## src/rtl/adc_scan_seq_pkg.sv

```systemverilog
package adc_scan_seq_pkg;

   typedef enum logic [1:0] {
      SEQ_IDLE  = 2'd0,
      SEQ_ISSUE = 2'd1,
      SEQ_WAIT  = 2'd2
   } seq_state_t;

endpackage

```

## src/rtl/adc_seq_cursor.sv

```systemverilog
module adc_seq_cursor #(
   parameter int LEN_W = 4
) (
   input  logic             clk,
   input  logic             rst_n,
   input  logic             clear,
   input  logic             step,
   input  logic [LEN_W-1:0] last_idx,
   output logic [LEN_W-1:0] pos,
   output logic             at_last
);

   always_ff @(posedge clk) begin
      if (!rst_n) begin
         pos <= '0;
      end else if (clear) begin
         pos <= '0;
      end else if (step) begin
         pos <= pos + 1'b1;
      end
   end

   // >= keeps the cursor safe if the length field shrinks mid-list
   assign at_last = (pos >= last_idx);

endmodule

```

## src/rtl/adc_seq_grpcnt.sv

```systemverilog
module adc_seq_grpcnt #(
   parameter int GRP_W  = 3,
   parameter bit ENABLE = 1'b1
) (
   input  logic             clk,
   input  logic             rst_n,
   input  logic             clear,
   input  logic             step,
   input  logic [GRP_W-1:0] size_m1,
   output logic             grp_end
);

   generate
      if (ENABLE) begin : g_count
         logic [GRP_W-1:0] cnt;
         always_ff @(posedge clk) begin
            if (!rst_n) begin
               cnt <= '0;
            end else if (clear) begin
               cnt <= '0;
            end else if (step) begin
               cnt <= cnt + 1'b1;
            end
         end
         assign grp_end = (cnt == size_m1);
      end else begin : g_none
         logic unused_ok;
         assign unused_ok = &{1'b0, clk, rst_n, clear, step, size_m1};
         assign grp_end   = 1'b0;
      end
   endgenerate

endmodule

```

## src/rtl/adc_seq_chsel.sv

```systemverilog
module adc_seq_chsel #(
   parameter int CH_W  = 5,
   parameter int LEN_W = 4
) (
   input  logic [(CH_W << LEN_W)-1:0] list_flat,
   input  logic [LEN_W-1:0]           sel,
   output logic [CH_W-1:0]            ch
);

   localparam int N_ENT = 1 << LEN_W;

   logic [CH_W-1:0] ent [N_ENT];

   generate
      for (genvar gi = 0; gi < N_ENT; gi++) begin : g_ent
         assign ent[gi] = list_flat[gi*CH_W +: CH_W];
      end
   endgenerate

   assign ch = ent[sel];

endmodule

```

## src/rtl/adc_scan_seq.sv

```systemverilog
module adc_scan_seq
   import adc_scan_seq_pkg::*;
#(
   parameter int CH_W      = 5,
   parameter int LEN_W     = 4,
   parameter int GRP_W     = 3,
   parameter bit SPLIT_OPT = 1'b1,
   localparam int MAX_LEN  = 1 << LEN_W,
   localparam int LIST_W   = CH_W * MAX_LEN
) (
   input  logic              clk,
   input  logic              rst_n,
   input  logic              split_en,
   input  logic [GRP_W-1:0]  grp_size,
   input  logic [LEN_W-1:0]  seq_len,
   input  logic [LIST_W-1:0] seq_list,
   input  logic              trig,
   input  logic              conv_done,
   output logic              conv_start,
   output logic [CH_W-1:0]   conv_ch,
   output logic              eoc,
   output logic              eos
);

   seq_state_t       state_q, state_d;
   logic             split_q;
   logic             abort;
   logic             accept;
   logic             done_ok;
   logic             at_last;
   logic             grp_end;
   logic             stop_here;
   logic [LEN_W-1:0] pos;

   always_ff @(posedge clk) begin
      if (!rst_n) split_q <= 1'b0;
      else        split_q <= split_en;
   end

   assign abort     = split_q & ~split_en;
   assign accept    = (state_q == SEQ_IDLE) & trig;
   assign done_ok   = (state_q == SEQ_WAIT) & conv_done;
   assign stop_here = at_last | (split_en & grp_end);

   always_comb begin
      state_d = state_q;
      if (abort) begin
         state_d = SEQ_IDLE;
      end else begin
         unique case (state_q)
            SEQ_IDLE:  if (accept)  state_d = SEQ_ISSUE;
            SEQ_ISSUE:              state_d = SEQ_WAIT;
            SEQ_WAIT:  if (done_ok) state_d = stop_here ? SEQ_IDLE : SEQ_ISSUE;
            default:                state_d = SEQ_IDLE;
         endcase
      end
   end

   always_ff @(posedge clk) begin
      if (!rst_n) begin
         state_q <= SEQ_IDLE;
         eoc     <= 1'b0;
         eos     <= 1'b0;
      end else begin
         state_q <= state_d;
         eoc     <= done_ok & ~abort;
         eos     <= done_ok & at_last & ~abort;
      end
   end

   adc_seq_cursor #(.LEN_W(LEN_W)) u_cursor (
      .clk      (clk),
      .rst_n    (rst_n),
      .clear    (abort | (done_ok & at_last)),
      .step     (done_ok & ~at_last & ~abort),
      .last_idx (seq_len),
      .pos      (pos),
      .at_last  (at_last)
   );

   adc_seq_grpcnt #(.GRP_W(GRP_W), .ENABLE(SPLIT_OPT)) u_grpcnt (
      .clk     (clk),
      .rst_n   (rst_n),
      .clear   (accept | abort),
      .step    (done_ok),
      .size_m1 (grp_size),
      .grp_end (grp_end)
   );

   adc_seq_chsel #(.CH_W(CH_W), .LEN_W(LEN_W)) u_chsel (
      .list_flat (seq_list),
      .sel       (pos),
      .ch        (conv_ch)
   );

   assign conv_start = (state_q == SEQ_ISSUE);

endmodule

```

## config.mk

```make
export PLATFORM = sky130hd
export DESIGN_NAME = adc_scan_seq
export DESIGN_NICKNAME = d
export VERILOG_FILES = /design/src/rtl/adc_scan_seq_pkg.sv /design/src/rtl/adc_seq_cursor.sv /design/src/rtl/adc_seq_grpcnt.sv /design/src/rtl/adc_seq_chsel.sv /design/src/rtl/adc_scan_seq.sv
export SDC_FILE = /design/constraint.sdc
export NUM_CORES = 1
export LEC_CHECK = 0
export BUFFER_PORTS_ARGS = -buffer_cell sky130_fd_sc_hd__buf_4
export CAP_MARGIN = 40
export CELL_PAD_IN_SITES_DETAIL_PLACEMENT = 1
export CELL_PAD_IN_SITES_GLOBAL_PLACEMENT = 1
export CORE_MARGIN = 2
export CORE_UTILIZATION = 28
export DETAILED_ROUTE_END_ITERATION = 16
export GPL_ROUTABILITY_DRIVEN = 0
export GPL_TIMING_DRIVEN = 0
export PLACE_DENSITY_LB_ADDON = 0.15
export SLEW_MARGIN = 5
export SYNTH_ARGS = -nofsm -noshare
export SYNTH_HDL_FRONTEND = slang
export SYNTH_SLANG_ARGS = --single-unit
```

## constraint.sdc

```tcl
create_clock -name clk -period 2.3 [get_ports clk]
set_input_delay 0.46 -clock clk [delete_from_list [all_inputs] [get_ports clk]]
set_output_delay 0.46 -clock clk [all_outputs]
set_load 0.02 [all_outputs]
```

==> results.md <==
- Remaining global-route overflow: 0
- IO Pins: 100
- Pwr dens: 313 nW/um2
- Antenna-violating nets left: 0
- Main synth FF type: dfxtp_1
- Initial core utilization: 29.0%
- Synth Cell Area: 1260 um2
- CTS sink cnt: 12
- Post-Syn Instances: 117
- Tot GR Track Use: 19.1%
- Peak VDD IR: 0.218 mV
- Adder-Cell Fraction of Synth Area: 5.94%
- Async set-or-reset flop fraction in the synthesized netlist: 0%
- Sequential fraction of the synthesis area: 19.0%
- Chip Height: 71.2 um
- Kind of end point of the critical path: output port
- DPL Wire Length: 4080 um
- Antenna violations before repair: 0
- Num rows: 24
- Port buffer count: 99
- Crit-path slowest cell: mux4_2
- Fillers: 490
- Share of cells above drive strength 1: 64.4%
- Post-Synth Simple-Gate Area: 14.7%
- WP data required: 1.84 ns
- Diode count: 0
- Top cells by area, synth: mux4_2 36%, dfxtp_1 19%, a22oi_1 5.9%
- Layout Cells excl Fill: 274
- Iter 0 DRT Violations: 23
- Hold buffers post-CTS: 0
- WS Path Type: flip-flop to output port
- Worst-margin pin slew: 0.637 ns
- YS warnings: 0
- DP Cell Count: 268
- Vias in the first global route: 1635
- Share of the synthesized area in the top cell type: 35.6%
- Syn_area_per_cell: 10.8 um2
- TritonCTS clock tree: yes
- Hold Vio Cnt, Final: 0
- Skew final: 0.00287 ns
- Relative slew slack: 57.3%
- Largest family of logic cells by synthesized area: multiplexers
- Final max-slew violation count: 0
- Cell variety after synth: 33
- Syn Nets: 215
- Status: complete, no violations
- Chip width: 71.2 um
- First-pass GRT wire length: 7570 um
- Critical path's top delay family: multiplexers
- Leak pwr: 0.979 nW
- Nets: 321
- Die area: 5070 um2
- CTS Buffer Depth: 2
- Placed inst area: 2070 um2
- Top cell by count, worst path: buf_4
- Clk root buf: clkbuf_8
- CP Launch Type: flip-flop
- RSZ-0062 raised after global routing: true
- Minimum period implied by the final worst setup slack: 2.26 ns
- Routed via count: 1445
- Total Routed Length: 4960 um
- Number of enable flip-flop cells after synthesis: 0
- Area of the core: 4350 um2
- Design Area, Final: 2230 um2
- Worst Hold Class: primary input to flip-flop
- Area leader, netlist: mux4_2
- Max_cap viols: 0
- Final TNS setup: 0 ns
- Tcrit/Tclk final: 98.1%
- Vias per cell: 5.27
- Synth Register Bits: 12
- TritonCTS Buffers: 3
- Final setup fails: 0
- Reg clk slew, reported paths: 0.05 ns
- Crit path max fanout: 4
- Worst path buffer plus inverter count: 3
- Slowest stage delay, CP: 0.51 ns
- Max Freq: 443 MHz
- Avg WL per Cell: 18.1 um
- Post-synth top cells: 20 x mux4_2, 13 x nand2_1, 12 x dfxtp_1
- Synth Area in XOR/XNOR: 3.47%
- Layout area overhead: 76.1%
- Largest net degree at the start of global routing: 11
- TritonRoute pass-1 iters: 3
- Clock Latency Late Sink: 0.24 ns
- Critical-path cell list: buf_6, buf_4, mux4_2, a22oi_2, nand2_1, buf_4
- CP arrival: 1.80 ns
- H-tree Lvls: 1
- DRC Markers: 0
- Portion of netlist area occupied by mux cells: 35.6%
- Area fraction in compound gates after synthesis: 16.6%
- Most numerous cell in the Yosys netlist: mux4_2
registers in the layout, indices dropped and copies added (netlist names):
name / count
state_q: 2
eoc: 1
eos: 1
split_q: 1
u_grpcnt.g_count.cnt: 3
u_cursor.pos: 4
stage by stage:
step	setup slack, ns	total power [mW]	hold WS, ns	utilization (%)
2_1_floorplan	0.239	0.313	0.465	-
3_3_place_gp	0.0417	0.451	0.477	47.6
4_1_cts	0.00807	0.696	0.439	49.6
3_5_place_dp	-0.00474	0.462	0.487	47.6
5_1_grt	-0.0224	0.731	0.448	51.1
6_report	0.0441	0.696	0.438	51.1
final cells by class:
type / instances / area (um2) / area share (%)
well taps: 52 / 65.1 / 2.92
clock buffers: 4 / 55.1 / 2.47
inverters: 5 / 18.8 / 0.843
flip-flops and latches: 12 / 241 / 10.8
multi-input cells: 94 / 1000 / 44.9
plain buffers: 6 / 70.1 / 3.15
repair buffers: 101 / 776 / 34.9
timing repair:
action / CTS / global route
endpoints found under the setup margin: 6 / 7
gates resized for setup: 7 / 10
setup buffers: 1 / 0
gates cloned: 0 / 1
pin swaps: 0 / 6
cell usage in the layout (no fill, tap or decap), types with 2 or more instances in the layout:
cell type,instances
a21oi_1,3
a22oi_1,3
a22oi_2,7
a31oi_1,2
and2_1,2
buf_12,2
buf_4,100
clkbuf_4,2
clkbuf_8,4
dfxtp_1,11
ha_1,6
inv_1,5
mux4_2,20
nand2_1,13
nor2_1,8
nor2b_1,4
nor3b_1,2
o211ai_1,4
o21ai_0,2
xor2_1,4
routing by layer:
metal,vias up,GRT usage [%],routed length (um)
li1,674,-,-
met1,707,19.2,1750
met2,59,38.7,2840
met3,5,4.56,338
met4,0,4.19,35
met5,-,0,0
cells by family after synthesis:
group           count (synthesis)
compound gates                 27
fa+ha+maj                       6
buf+inv                        11
xor+xnor                        5
mux                            20
flops                          12
simple gates                   36
worst paths after layout:
path	start	endpoint	slack [ns]	cells past startpoint
setup / recovery	u_cursor.pos[0]$_SDFFE_PP0P_	conv_ch[4]	0.04	6
hold reg to reg	u_grpcnt.g_count.cnt[1]$_SDFFE_PP0P_	u_grpcnt.g_count.cnt[1]$_SDFFE_PP0P_	0.49	2
hold / removal	split_en	state_q[0]$_SDFFE_PP0P_	0.44	2
setup reg to reg	u_cursor.pos[0]$_SDFFE_PP0P_	state_q[0]$_SDFFE_PP0P_	0.20	8
where the power goes:
part,switching (mW),internal (mW)
clock,0.0790,0.151
sequential,0.00341,0.213
combinational,0.0832,0.167
total,0.166,0.531
No activity file was read; power rests on OpenSTA's default activity.
